[src/rtl/i2c_bm_pkg.sv]
package i2c_bm_pkg;
  typedef enum logic [2:0] {
    CMD_START = 3'd0, CMD_STOP = 3'd1, CMD_WRITE = 3'd2,
    CMD_READ_ACK = 3'd3, CMD_READ_NACK = 3'd4, CMD_REG_WRITE = 3'd5
  } cmd_e;

  typedef enum logic [1:0] {
    ST_OK = 2'd0, ST_NOACK = 2'd1, ST_RDNACK = 2'd2, ST_TIMEOUT = 2'd3
  } status_e;

  typedef enum logic [1:0] {K_START, K_STOP, K_WR, K_RD} kind_e;

  typedef enum logic [2:0] {S_IDLE, S_LOW, S_DATA, S_REL, S_HIGH1, S_HIGH2} state_e;
endpackage

[src/rtl/i2c_bm_sync.sv]
module i2c_bm_sync #(
  parameter int STAGES = 2
) (
  input  logic clk_i,
  input  logic rst_ni,
  input  logic d_i,
  output logic q_o
);
  logic [STAGES-1:0] r_q;

  // idle bus level is high
  always_ff @(posedge clk_i or negedge rst_ni) begin
    if (!rst_ni) r_q <= '1;
    else         r_q <= {r_q[STAGES-2:0], d_i};
  end

  assign q_o = r_q[STAGES-1];
endmodule

[src/rtl/i2c_bm_delay.sv]
module i2c_bm_delay #(
  parameter int CYCLES = 4
) (
  input  logic clk_i,
  input  logic rst_ni,
  input  logic start_i,
  output logic done_o
);
  localparam int CW = (CYCLES > 1) ? $clog2(CYCLES) : 1;

  logic [CW-1:0] cnt_q;
  logic          act_q;

  always_ff @(posedge clk_i or negedge rst_ni) begin
    if (!rst_ni) begin
      cnt_q <= '0;
      act_q <= 1'b0;
    end else if (start_i) begin
      cnt_q <= CW'(CYCLES - 1);
      act_q <= 1'b1;
    end else if (act_q) begin
      if (cnt_q == '0) act_q <= 1'b0;
      else             cnt_q <= cnt_q - 1'b1;
    end
  end

  assign done_o = act_q && (cnt_q == '0);

  assert_delay_ends_R1: assert property (@(posedge clk_i) disable iff (!rst_ni)
    (done_o && !start_i) |=> !done_o);
endmodule

[src/rtl/i2c_bm_stretch.sv]
module i2c_bm_stretch #(
  parameter int STEP_CLKS = 4,
  parameter int POLLS     = 10000
) (
  input  logic clk_i,
  input  logic rst_ni,
  input  logic start_i,
  input  logic scl_i,
  output logic ok_o,
  output logic timeout_o
);
  localparam int SW = (STEP_CLKS > 1) ? $clog2(STEP_CLKS) : 1;
  localparam int PW = (POLLS > 1) ? $clog2(POLLS) : 1;

  logic [SW-1:0] step_q;
  logic [PW-1:0] poll_q;
  logic          act_q, tick, last;

  assign tick      = act_q && (step_q == '0);
  assign last      = (poll_q == PW'(POLLS - 1));
  assign ok_o      = tick && scl_i;
  assign timeout_o = tick && !scl_i && last;

  always_ff @(posedge clk_i or negedge rst_ni) begin
    if (!rst_ni) begin
      step_q <= '0;
      poll_q <= '0;
      act_q  <= 1'b0;
    end else if (start_i) begin
      step_q <= SW'(STEP_CLKS - 1);
      poll_q <= '0;
      act_q  <= 1'b1;
    end else if (tick) begin
      if (scl_i || last) act_q <= 1'b0;
      else begin
        poll_q <= poll_q + 1'b1;
        step_q <= SW'(STEP_CLKS - 1);
      end
    end else if (act_q) begin
      step_q <= step_q - 1'b1;
    end
  end

  assert_poll_bound_R10: assert property (@(posedge clk_i) disable iff (!rst_ni)
    act_q |-> (poll_q <= PW'(POLLS - 1)));
  assert_single_outcome_R9: assert property (@(posedge clk_i) disable iff (!rst_ni)
    (ok_o || timeout_o) |=> !act_q);
endmodule

[src/rtl/i2c_bit_master.sv]
module i2c_bit_master
  import i2c_bm_pkg::*;
#(
  parameter int UNIT_CLKS     = 4,
  parameter int CLK_MHZ       = 4,
  parameter int STRETCH_POLLS = 10000
) (
  input  logic       clk_i,
  input  logic       rst_ni,
  input  logic       cmd_valid_i,
  input  logic [2:0] cmd_i,
  input  logic [7:0] wdata_i,
  input  logic [7:0] dev_addr_i,
  input  logic [7:0] reg_addr_i,
  output logic       ready_o,
  output logic       done_o,
  output logic [1:0] status_o,
  output logic [7:0] rdata_o,
  input  logic       scl_i,
  input  logic       sda_i,
  output logic       scl_drive_o,
  output logic       sda_drive_o
);
  localparam int STEP_CLKS = (CLK_MHZ > 0) ? CLK_MHZ : 1;
  localparam logic [3:0] LAST_BIT = 4'd8;
  localparam logic [2:0] LAST_SEG = 3'd4;

  state_e     state_q;
  cmd_e       cmd_q;
  status_e    status_q;
  kind_e      cur_kind;
  logic [7:0] sh_q, dev_q, reg_q, dat_q, next_byte;
  logic [3:0] bit_q;
  logic [2:0] seg_q;
  logic       nak_q, rdn_q, done_q;
  logic       scl_s, sda_s, unit_done, poll_ok, poll_to, unit_go, poll_go;
  logic       accept, slot_last, seg_last, sda1, sda2;

  i2c_bm_sync u_sync_scl (.clk_i, .rst_ni, .d_i(scl_i), .q_o(scl_s));
  i2c_bm_sync u_sync_sda (.clk_i, .rst_ni, .d_i(sda_i), .q_o(sda_s));

  i2c_bm_delay #(.CYCLES(UNIT_CLKS)) u_unit (
    .clk_i, .rst_ni, .start_i(unit_go), .done_o(unit_done));

  i2c_bm_stretch #(.STEP_CLKS(STEP_CLKS), .POLLS(STRETCH_POLLS)) u_stretch (
    .clk_i, .rst_ni, .start_i(poll_go), .scl_i(scl_s), .ok_o(poll_ok), .timeout_o(poll_to));

  assign accept = (state_q == S_IDLE) && cmd_valid_i && (cmd_i <= 3'd5);

  always_comb begin
    unique case (cmd_q)
      CMD_START:               cur_kind = K_START;
      CMD_STOP:                cur_kind = K_STOP;
      CMD_WRITE:               cur_kind = K_WR;
      CMD_READ_ACK,
      CMD_READ_NACK:           cur_kind = K_RD;
      default:                 cur_kind = (seg_q == 3'd0) ? K_START :
                                          (seg_q == LAST_SEG) ? K_STOP : K_WR;
    endcase
  end

  assign seg_last  = (cmd_q == CMD_REG_WRITE) ? (seg_q == LAST_SEG) : 1'b1;
  assign slot_last = (cur_kind == K_START) || (cur_kind == K_STOP) || (bit_q == LAST_BIT);
  assign next_byte = (seg_q == 3'd0) ? dev_q : (seg_q == 3'd1) ? reg_q : dat_q;

  // sda1: level set one unit after SCL low; sda2: level once SCL high settled (1 = released)
  always_comb begin
    unique case (cur_kind)
      K_START: sda1 = 1'b1;
      K_STOP:  sda1 = 1'b0;
      K_WR:    sda1 = (bit_q == LAST_BIT) ? 1'b1 : sh_q[7];
      default: sda1 = (bit_q == LAST_BIT) ? (cmd_q != CMD_READ_ACK) : 1'b1;
    endcase
    sda2 = (cur_kind == K_START) ? 1'b0 : (cur_kind == K_STOP) ? 1'b1 : sda1;
  end

  assign unit_go = accept
                || ((state_q == S_LOW)   && unit_done)
                || ((state_q == S_REL)   && poll_ok)
                || ((state_q == S_HIGH1) && unit_done)
                || ((state_q == S_HIGH2) && unit_done && !(slot_last && seg_last));
  assign poll_go = (state_q == S_DATA) && unit_done;

  always_ff @(posedge clk_i or negedge rst_ni) begin
    if (!rst_ni) begin
      state_q     <= S_IDLE;
      cmd_q       <= CMD_START;
      status_q    <= ST_OK;
      sh_q        <= '0;
      dev_q       <= '0;
      reg_q       <= '0;
      dat_q       <= '0;
      bit_q       <= '0;
      seg_q       <= '0;
      nak_q       <= 1'b0;
      rdn_q       <= 1'b0;
      done_q      <= 1'b0;
      rdata_o     <= '0;
      scl_drive_o <= 1'b0;
      sda_drive_o <= 1'b0;
    end else begin
      done_q <= 1'b0;
      unique case (state_q)
        S_IDLE: if (accept) begin
          cmd_q       <= cmd_e'(cmd_i);
          dev_q       <= dev_addr_i;
          reg_q       <= reg_addr_i;
          dat_q       <= wdata_i;
          sh_q        <= wdata_i;
          bit_q       <= '0;
          seg_q       <= '0;
          nak_q       <= 1'b0;
          rdn_q       <= 1'b0;
          scl_drive_o <= 1'b1;
          state_q     <= S_LOW;
        end
        S_LOW: if (unit_done) begin
          sda_drive_o <= !sda1;
          state_q     <= S_DATA;
        end
        S_DATA: if (unit_done) begin
          scl_drive_o <= 1'b0;
          state_q     <= S_REL;
        end
        S_REL: if (poll_ok) begin
          state_q <= S_HIGH1;
        end else if (poll_to) begin
          scl_drive_o <= 1'b0;
          sda_drive_o <= 1'b0;
          status_q    <= ST_TIMEOUT;
          done_q      <= 1'b1;
          state_q     <= S_IDLE;
        end
        S_HIGH1: if (unit_done) begin
          if (cur_kind == K_RD && bit_q != LAST_BIT) sh_q <= {sh_q[6:0], sda_s};
          if (cur_kind == K_WR && bit_q == LAST_BIT && sda_s) nak_q <= 1'b1;
          if (cmd_q == CMD_READ_NACK && bit_q == LAST_BIT && !sda_s) rdn_q <= 1'b1;
          sda_drive_o <= !sda2;
          state_q     <= S_HIGH2;
        end
        S_HIGH2: if (unit_done) begin
          if (cur_kind == K_WR && bit_q != LAST_BIT) sh_q <= {sh_q[6:0], 1'b0};
          if (!slot_last) begin
            bit_q       <= bit_q + 1'b1;
            scl_drive_o <= 1'b1;
            state_q     <= S_LOW;
          end else if (!seg_last) begin
            seg_q       <= seg_q + 1'b1;
            bit_q       <= '0;
            sh_q        <= next_byte;
            scl_drive_o <= 1'b1;
            state_q     <= S_LOW;
          end else begin
            status_q <= rdn_q ? ST_RDNACK : (nak_q ? ST_NOACK : ST_OK);
            if (cur_kind == K_RD) rdata_o <= sh_q;
            done_q   <= 1'b1;
            state_q  <= S_IDLE;
          end
        end
        default: state_q <= S_IDLE;
      endcase
    end
  end

  assign ready_o  = (state_q == S_IDLE);
  assign done_o   = done_q;
  assign status_o = status_q;

  assert_done_single_R11: assert property (@(posedge clk_i) disable iff (!rst_ni)
    done_o |=> !done_o);
  assert_busy_holds_cmd_R11: assert property (@(posedge clk_i) disable iff (!rst_ni)
    !ready_o |=> $stable(cmd_q));
  assert_timeout_release_R10: assert property (@(posedge clk_i) disable iff (!rst_ni)
    (done_o && status_o == ST_TIMEOUT) |-> (!scl_drive_o && !sda_drive_o));
  assert_sda_quiet_R4: assert property (@(posedge clk_i) disable iff (!rst_ni)
    (!scl_drive_o && !$past(scl_drive_o) && (sda_drive_o != $past(sda_drive_o)))
    |-> ($past(cur_kind) == K_START || $past(cur_kind) == K_STOP || $past(state_q) == S_REL));
endmodule

[config.mk]
export PLATFORM = sky130hd
export DESIGN_NAME = i2c_bit_master
export DESIGN_NICKNAME = d
export VERILOG_FILES = /design/src/rtl/i2c_bm_pkg.sv /design/src/rtl/i2c_bm_sync.sv /design/src/rtl/i2c_bm_delay.sv /design/src/rtl/i2c_bm_stretch.sv /design/src/rtl/i2c_bit_master.sv
export SDC_FILE = /design/constraint.sdc
export NUM_CORES = 1
export LEC_CHECK = 0
export ABC_AREA = 1
export BUFFER_PORTS_ARGS = -buffer_cell sky130_fd_sc_hd__buf_2
export CAP_MARGIN = 15
export CELL_PAD_IN_SITES_DETAIL_PLACEMENT = 1
export CELL_PAD_IN_SITES_GLOBAL_PLACEMENT = 1
export CORE_UTILIZATION = 40
export DETAILED_ROUTE_END_ITERATION = 8
export GPL_TIMING_DRIVEN = 0
export PLACE_DENSITY = 0.86
export SETUP_SLACK_MARGIN = 0.05
export SLEW_MARGIN = 20
export SYNTH_ARGS = -nofsm -noshare
export SYNTH_HDL_FRONTEND = slang
export SYNTH_SLANG_ARGS = --single-unit
[constraint.sdc]
create_clock -name clk_i -period 1.95 [get_ports clk_i]
set_input_delay 0.2925 -clock clk_i [delete_from_list [all_inputs] [get_ports clk_i]]
set_output_delay 0.2925 -clock clk_i [all_outputs]
set_load 0.01 [all_outputs]
=== Word level (Yosys, flattened, before mapping) ===
Index checks and enable logic that the tools add are counted.

* Bits in registers: 84
* Logic and storage cells: 216

* $add $sub $neg: 5
* $lt $le $gt $ge: 1
* Equal/unequal tests: 37
* Multiplexer cells: 87
* Reductions and logical operators: 64

{| class="wikitable"
|+ Operators with widths
! kind !! count
|-
| 8-bit 2-to-1 mux || 9
|-
| 14-bit 2-to-1 mux || 3
|-
| 1-bit 2-to-1 mux || 33
|-
| 3-bit 2-to-1 mux || 11
|-
| 2-bit 2-to-1 mux || 15
|-
| 8-bit case mux with 3 select lines || 1
|-
| 1-bit logical AND || 20
|-
| 2-bit != test, second input constant || 10
|-
| 5-bit AND reduction || 4
|-
| 3-bit case mux with 6 select lines || 1
|-
| 4-bit 2-to-1 mux || 4
|-
| 3-bit == test, second input constant || 5
|-
| 14-bit by 1-bit adder with 14-bit output, second input constant || 1
|-
| 14-bit == test, second input constant || 1
|-
| 3-bit by 2-bit == test with 1-bit output, second input constant || 4
|-
| 4-bit AND reduction || 3
|-
| 6-bit AND reduction || 2
|-
| 2-bit nonzero test || 6
|-
| 2-bit by 1-bit != test with 1-bit output, second input constant || 5
|-
| 2-bit AND reduction || 5
|-
| 3-bit by 1-bit == test with 1-bit output, second input constant || 3
|-
| 3-bit zero test || 3
|-
| 3-bit != test, second input constant || 3
|-
| 3-bit nonzero test || 3
|-
| 22 further kinds || 39
|}

=== Longest topological paths before layout ===
Gate-level depths: netlist of run 1.

* Depth after elaboration: 13
* Depth in mapped cells: 13
* Depth with buffers taken out: 12

=== Cells and area by module ===
A second synthesis of run 1 with hierarchy kept.

* Cell total of the unflattened synthesis: 650
* Area, all modules: 4735.8 um^2

{| class="wikitable"
|+ By module, submodules not included
! module !! instances !! cells an instance !! area each (um^2)
|-
| i2c_bit_master || 1 || 485 || 3424.5
|-
| i2c_bm_stretch || 1 || 142 || 1054.8
|-
| i2c_bm_delay || 1 || 19 || 151.4
|-
| i2c_bm_sync || 2 || 2 || 52.6
|}

=== Worst setup path after synthesis of run 1 ===
No wires, ideal clock.

* Path type: flip-flop to flip-flop
* Start point: reg seg_q[0]
* End point: reg bit_q[2]
* Setup time: 0.118 ns
* Data arrival time: 1.642 ns
* Required time: 1.832 ns
* Path slack: 0.190 ns
* Cell stages (with the launch flop): 13
* Path buffers: 0
* Clock period less this slack: 1.760 ns
* Cells stage by stage: dfrtp_1 > inv_1 > ha_1 > nand2_1 > inv_2 > nor2_4 > nor2_2 > nand2_2 > inv_2 > nor3_4 > inv_2 > nand2_1 > o21ai_2

* Cells in the longest elaborated chain, start to end: 10
* Elaborated cells on any way between the ends: 15
* Those cells by class: 3 x eq/ne; 7 x mux; 5 x reduce/logical

{| class="wikitable"
|+ RTL lines
! what !! line !! source
|-
| start, declared || i2c_bit_master.sv:34 || <nowiki>logic [2:0] seg_q;</nowiki>
|-
| start signal, assigned || i2c_bit_master.sv:148 || <nowiki>seg_q <= seg_q + 1'b1;</nowiki>
|-
| 3-bit == test || i2c_bit_master.sv:58, i2c_bit_master.sv:62 ||
|-
| 2-bit 2-to-1 mux || i2c_bit_master.sv:58 || <nowiki>(seg_q == LAST_SEG) ? K_STOP : K_WR;</nowiki>
|-
| 2-bit 2-to-1 mux || i2c_bit_master.sv:57 || <nowiki>default: cur_kind = (seg_q == 3'd0) ? K_START :</nowiki>
|-
| 2-bit case mux with 4 select lines || i2c_bit_master.sv:51 || <nowiki>unique case (cmd_q)</nowiki>
|-
| 2-bit by 1-bit == test with 1-bit output / 2-bit zero test (equally long branches) || i2c_bit_master.sv:63 || <nowiki>assign slot_last = (cur_kind == K_START) || (cur_kind == K_STOP) || (bit_q == LAST_BIT);</nowiki>
|-
| 1-bit logical OR (2 in a row) || i2c_bit_master.sv:63 ||
|-
| 4-bit 2-to-1 mux || i2c_bit_master.sv:143 || <nowiki>if (!slot_last) begin</nowiki>
|-
| 4-bit 2-to-1 mux || i2c_bit_master.sv:141 || <nowiki>S_HIGH2: if (unit_done) begin</nowiki>
|-
| 4-bit case mux with 2 select lines || i2c_bit_master.sv:103 || <nowiki>unique case (state_q)</nowiki>
|-
| end signal, assigned || i2c_bit_master.sv:144 || <nowiki>bit_q <= bit_q + 1'b1;</nowiki>
|-
| end, declared || i2c_bit_master.sv:33 || <nowiki>logic [3:0] bit_q;</nowiki>
|}

Parallel ways exist; a longest one is shown, timed or not. The select of a mux whose other input is x is not followed.
A chain may end at the register's enable or synchronous reset.

=== Worst setup path after layout of run 1 ===
* Start point: reg seg_q[0]
* End point: reg bit_q[3]

Same word-level chain as after synthesis.

==> results.yml, run 1 <==
run_status:
  outcome: "completed"
placement:
  gp_congestion: 0.847
  post-place-cells: 816
  hpwl_um: 9950
  post-place-ws_ns: -0.186
  place_area_um2: 5120
  port_buffers: 45
synthesis:
  yosys_warnings: 0
  synth-simple-area-share: 0.330
  seq_area_frac_synth: 0.449
  syn_avg_cell_area_um2: 7.48
  synth_common_cells: "203 x nand2_1, 80 x dfrtp_1, 78 x inv_1"
  synth-xor-area-share: 0.0205
  ys_seq_elements: 84
  syn_area_um2: 4690
  synthFlopType: "dfrtp_1"
  synth_top_area_frac: 0.427
  synth_cells: 627
  synth_compound_area_frac: 0.0878
  synth.most_common_cell: "nand2_1"
  synth_top_cell_by_area: "dfrtp_1"
  yosys-mux-area-fraction: 0.00240
  synth_cell_type_count: 32
  synth_fa_ha_area_frac: 0.0240
  synth-edff-count: 0
  synth_nets: 668
  synth_area_leaders: "dfrtp_1 43%, nand2_1 16%, nand3_1 6.9%"
  synth_top_family_by_area: "simple AND/OR/NAND/NOR gates"
  async_flop_share: 1.00
sta:
  skew_ns: 0.0113
  period_needed_ns: 1.87
  fmax_mhz: 535
  tightest_slew_ns: 0.489
  slew_viol_final: 0
  fin_ws_ns: 0.0801
  setup-violations-final: 0
  finalHoldViolCount: 0
  relSlewSlack: 0.674
  period_share: 0.959
worst_setup_path:
  cp_max_fo: 7
  start_kind: "register"
  required_ns: 2.19
  arrival_ns: 2.11
  endpoint_kind: "register"
  worstSetupPathType: "register to register"
detailed_routing:
  num_vias: 4538
  wirelength_um: 14500
  drt_iter0_markers: 224
  viasPerCell: 5.33
  route.detailed.drc: 0
  wl_per_cell_um: 17.0
  wl_met3_um: 437
  dr.pass1.iters: 4
  wl_met1_um: 6460
  top_layer: "met4"
  route.met2.wl_um: 7260
  final_antenna_net_count: 0
clock_tree:
  clkSlewWorstSetupHoldPaths_ns: 0.06
  cts-root-buf: "clkbuf_16"
  cts_buffer_depth: 2
  htreeDepth: 3
  clock-sinks: 84
  cts_made_buffers: 9
  clk_latency_ns: 0.36
  cts_tree: "built"
global_routing:
  overflow: 0
  grt_usage: 0.245
  grt_pass1_vias: 4520
  antenna_found_initial: 0
  grt_pass1_wl_um: 22500
  grt_max_degree: 51
floorplanning:
  num_rows: 39
  pin_count: 46
  core_area_um2: 11400
  die_h_um: 110
  dieWidth_um: 110
  dieArea_um2: 12200
  initial_core_util: 0.411
pwr:
  ir_worst_vdd_mv: 0.649
  leakagePower_nw: 2.92
  power_density_nw_per_um2: 1270
cells_and_area:
  antenna_cells: 0
  nets: 744
  syn2layout_area_growth_pct: 21.0
  fin_util: 0.497
  drive_gt1_frac: 0.210
  design_area_um2: 5680
  instances_no_fill: 851
flow_run:
  maxCapViolCount: 0
hold_path:
  hp-class: "input port to register"
[cell usage in the layout (no fill, tap or decap), types with 3 or more instances in the layout]
master	count
a21oi_1	9
buf_2	51
buf_4	19
clkbuf_16	10
clkinv_2	4
clkinvlp_4	3
dfrtp_1	79
dfstp_2	4
ha_1	6
ha_2	3
inv_1	72
inv_2	12
nand2_1	199
nand2_2	6
nand3_1	63
nand3_2	4
nand4_1	17
nor2_1	23
nor2_2	5
nor2_4	3
nor3_1	14
o21ai_0	54
o21ai_1	9
xor2_1	11
[registers in the layout, indices dropped and copies added, names as in the netlist, 2 cells and up]
name and count:
rdata_o 8, u_unit.cnt_q 2, seg_q 3, status_o 2, dev_q 8, u_stretch.poll_q 14, cmd_q 3, bit_q 4
state_q 3, reg_q 8, u_sync_scl.r_q 2, u_stretch.step_q 2, u_sync_sda.r_q 2, dat_q 8, sh_q 8
[metrics by stage]
step	hold slack [ns]	total power, mW	TNS, ns
after floorplan	-0.00309	4.27	0
after global placement	0.349	4.89	-10.57
after detailed placement	0.285	5.07	-1.92
after CTS	0.0283	6.97	0
after global routing	0.0350	7.69	-0.00727
final	0.0346	7.22	0
[repair_timing]
action / 4_1_cts / 5_1_grt
setup endpoints to repair: 28 / 73
cloned: 0 / 2
hold buffers: 1 / 0
resized for setup: 8 / 22
endpoints found under the hold margin: 30 / 0
buffers inserted: 4 / 13
pin swaps: 5 / 3
[power breakdown]
part	internal (mW)	total [mW]	switching, mW
logic	0.997	2.94	1.94
registers	2.24	2.55	0.314
clock network	0.987	1.74	0.752
total	4.22	7.22	3.00
[path summary, 6_finish.rpt]
path,slack [ns],depth (start not counted),start,endpoint
max,0.08,11,seg_q[0],bit_q[3]
min,0.03,1,sda_i,u_sync_sda.r_q[0]
max reg2reg,0.08,11,seg_q[0],bit_q[3]
min reg2reg,0.35,0,u_sync_scl.r_q[0],u_sync_scl.r_q[1]
max in group asynchronous,0.89,3,rst_ni,sh_q[3]
min in group asynchronous,0.43,2,rst_ni,u_stretch.poll_q[2]
[critical path, cell delays in order, from the launching register on]
cell and delay [ns]:
dfrtp_1 0.38, inv_2 0.07, ha_1 0.23, nand3_1 0.14, nand3_4 0.13, nand2_4 0.09
inv_2 0.07, nor3_4 0.28, buf_12 0.17, inv_2 0.05, nand2_1 0.07, nand2_1 0.07
[metal layers]
metal / GRT usage / up-vias
li1: - / 2161
met1: 0.315 / 2271
met2: 0.413 / 78
met3: 0.0412 / 28
met4: 0.0883 / 0
met5: 0 / -
[cell type report]
type | instances | area (um^2)
multi-input combinational | 442 | 2250
clock buffer | 9 | 225
clock inverter | 7 | 66.3
inverter | 88 | 343
sequential | 84 | 2110
timing repair inverter | 1 | 5.00
timing repair buffer | 65 | 430
buffer | 12 | 72.6
tap | 143 | 179
fill | 1452 | 5740
[kinds of logic (layout without fill, tap and decap cells)]
| family | count (synthesis) | in the layout |
|---|---|---|
| compound gates | 78 | 78 |
| xor+xnor | 11 | 11 |
| fa+ha+maj | 9 | 9 |
| buf+inv | 101 | 182 |
| flops | 84 | 84 |
| mux | 1 | 1 |
| simple gates | 343 | 343 |
(Power assumes the default switching activity.)
==> run 2, diff against run 1 <==
==> constraint.sdc (replaced) <==
create_clock -name clk_i -period 2.35 [get_ports clk_i]
set_input_delay 0.3525 -clock clk_i [delete_from_list [all_inputs] [get_ports clk_i]]
set_output_delay 0.3525 -clock clk_i [all_outputs]
set_load 0.01 [all_outputs]
==> run 2 against run 1 <==
  * Total power fell by 21%
  * First-iteration DRC count fell by 21%
  * Non-clock buffer count decreased by 16
  * Count of clock-buffer cells in the layout unchanged
  * Critical path type unchanged
==> results.yml, run 2 (synthesis results as in run 1) <==
run_status:
  outcome: "completed"
worst_setup_path:
  r2r_end: "sh_q[1]"
  critPathBufInv: 2
  slowest_stage: "dfrtp_1"
  start_kind: "register"
  arrival_ns: 2.36
  endpoint_kind: "register"
  r2r_slack_ns: 0.22
  crit_chain: "inv_1 -> ha_1 -> nand2_1 -> nand3_1 -> nand2_2 -> inv_2 -> nand3_1 -> nand2_1 -> nand4_1 -> nand2_1 -> nand2_1"
  max_stage_delay_ns: 0.43
  worstSetupPathType: "register to register"
  cp_max_fo: 10
  worst_r2r_path_depth: 11
  cpMostUsedCell: "nand2_1"
  worstReg2RegStart: "seg_q[0]"
  cp_top_family: "simple AND/OR/NAND/NOR gates"
  required_ns: 2.59
placement:
  port_buffers: 45
  hpwl_um: 9950
  gp_congestion: 0.847
  post-place-ws_ns: 0.214
hold_path:
  hp-class: "input port to register"
  hold_start: "sda_i"
  hold_depth: 1
  hold_end: "u_sync_sda.r_q[0]"
clock_tree:
  cts-root-buf: "clkbuf_16"
  cts-resized-gates: 0
  htreeDepth: 3
  clk_latency_ns: 0.36
  cts_made_buffers: 9
  cts_tree: "built"
  cts_buffer_depth: 2
  clkSlewWorstSetupHoldPaths_ns: 0.06
  clock-sinks: 84
sta:
  finalHoldViolCount: 0
  whs_ns: 0.0965
  period_needed_ns: 2.13
  skew_ns: 0.0107
  slew_viol_final: 0
  setup-violations-final: 0
  fin_ws_ns: 0.222
  period_share: 0.905
  tightest_slew_ns: 0.489
  fmax_mhz: 470
  relSlewSlack: 0.674
  rsz0062_at_grt: "no"
  final.setup.tns_ns: 0
cells_and_area:
  layout_common_cells: "203 x nand2_1, 80 x dfrtp_1, 78 x inv_1"
  drive_gt1_frac: 0.159
  syn2layout_area_growth_pct: 16.1
  top_register: "u_stretch.poll_q"
  nets: 727
  antenna_cells: 0
  nFillCells: 1463
  largest_reg_flops: 14
  seq_area_um2: 2110
  final_common_cell: "nand2_1"
  multi_input_area_um2: 2180
detailed_routing:
  dr.pass1.iters: 4
  wl_per_cell_um: 15.9
  route.detailed.drc: 0
  final_antenna_net_count: 0
  viasPerCell: 5.24
  wirelength_um: 13200
  drt_iter0_markers: 176
  num_vias: 4369
pwr:
  total_power_mw: 5.68
  power_density_nw_per_um2: 1040
  ir_worst_vdd_mv: 0.503
  leakagePower_nw: 2.83
floorplanning:
  dieWidth_um: 110
  dieArea_um2: 12200
  initial_core_util: 0.411
  die_h_um: 110
  num_rows: 39
  pin_count: 46
  core_area_um2: 11400
global_routing:
  grt_max_degree: 51
  grt_usage: 0.241
  antenna_found_initial: 0
  overflow: 0
  grt_pass1_wl_um: 22100
  grt_pass1_vias: 4482
flow_run:
  maxCapViolCount: 0
==> run 2: cell types whose count changed in the layout (fill, tap and decap cells not counted), moves of 3 or more <==
cell / delta
inv_1: +6
ha_2: -3
ha_1: +3
buf_4: -17
inv_2: -4
nand2_1: +4
==> run 2: how the worst max path moves through the flow <==
| stage | start | end | slack (ns) | depth (start not counted) |
|---|---|---|---|---|
| floorplan | seg_q[0] | bit_q[2] | 0.59 | 12 |
| global placement | rst_ni | dev_q[4] | 0.21 | 1 |
| detailed placement | seg_q[0] | bit_q[3] | 0.21 | 12 |
| CTS | seg_q[0] | bit_q[3] | 0.19 | 12 |
| global route | seg_q[0] | sh_q[3] | 0.07 | 11 |
| finish | seg_q[0] | sh_q[1] | 0.22 | 11 |
==> run 2: through the flow <==
| stage | cell area (um^2) | instances | utilization |
|---|---|---|---|
| global route | 5450 | 834 | 0.477 |
| floorplan | 4690 | 627 | - |
| detailed placement | 5120 | 816 | 0.449 |
| global placement | 5090 | 815 | 0.446 |
| CTS | 5430 | 833 | 0.475 |
| finish | 5450 | 834 | 0.477 |
==> run 2: layer usage <==
layer | routed length, um | vias up | track usage
met5 | 0 | - | 0
met4 | 298 | 0 | 0.0959
met3 | 323 | 21 | 0.0359
met2 | 6480 | 65 | 0.403
met1 | 6140 | 2153 | 0.312
li1 | - | 2130 | -
==> run 2: what timing repair did <==
item | 4_1_cts | 5_1_grt
hold buffers | 1 | 0
setup endpoints to repair | 0 | 4
setup buffers | 0 | 1
endpoints found under the hold margin | 30 | 0
==> run 2: cell type report <==
| cell class | count | share of cell area |
|---|---|---|
| Inverter | 88 | 0.0606 |
| Clock buffer | 9 | 0.0414 |
| Clock inverter | 7 | 0.0122 |
| Tap cell | 143 | 0.0329 |
| Buffer | 13 | 0.0131 |
| Sequential cell | 84 | 0.387 |
| Multi-Input combinational cell | 442 | 0.401 |
| Timing Repair Buffer | 48 | 0.0524 |
==> run 2: where the power goes <==
part | internal (mW) | switching (mW)
registers | 1.85 | 0.247
logic | 0.675 | 1.47
clock network | 0.819 | 0.614
total | 3.35 | 2.33
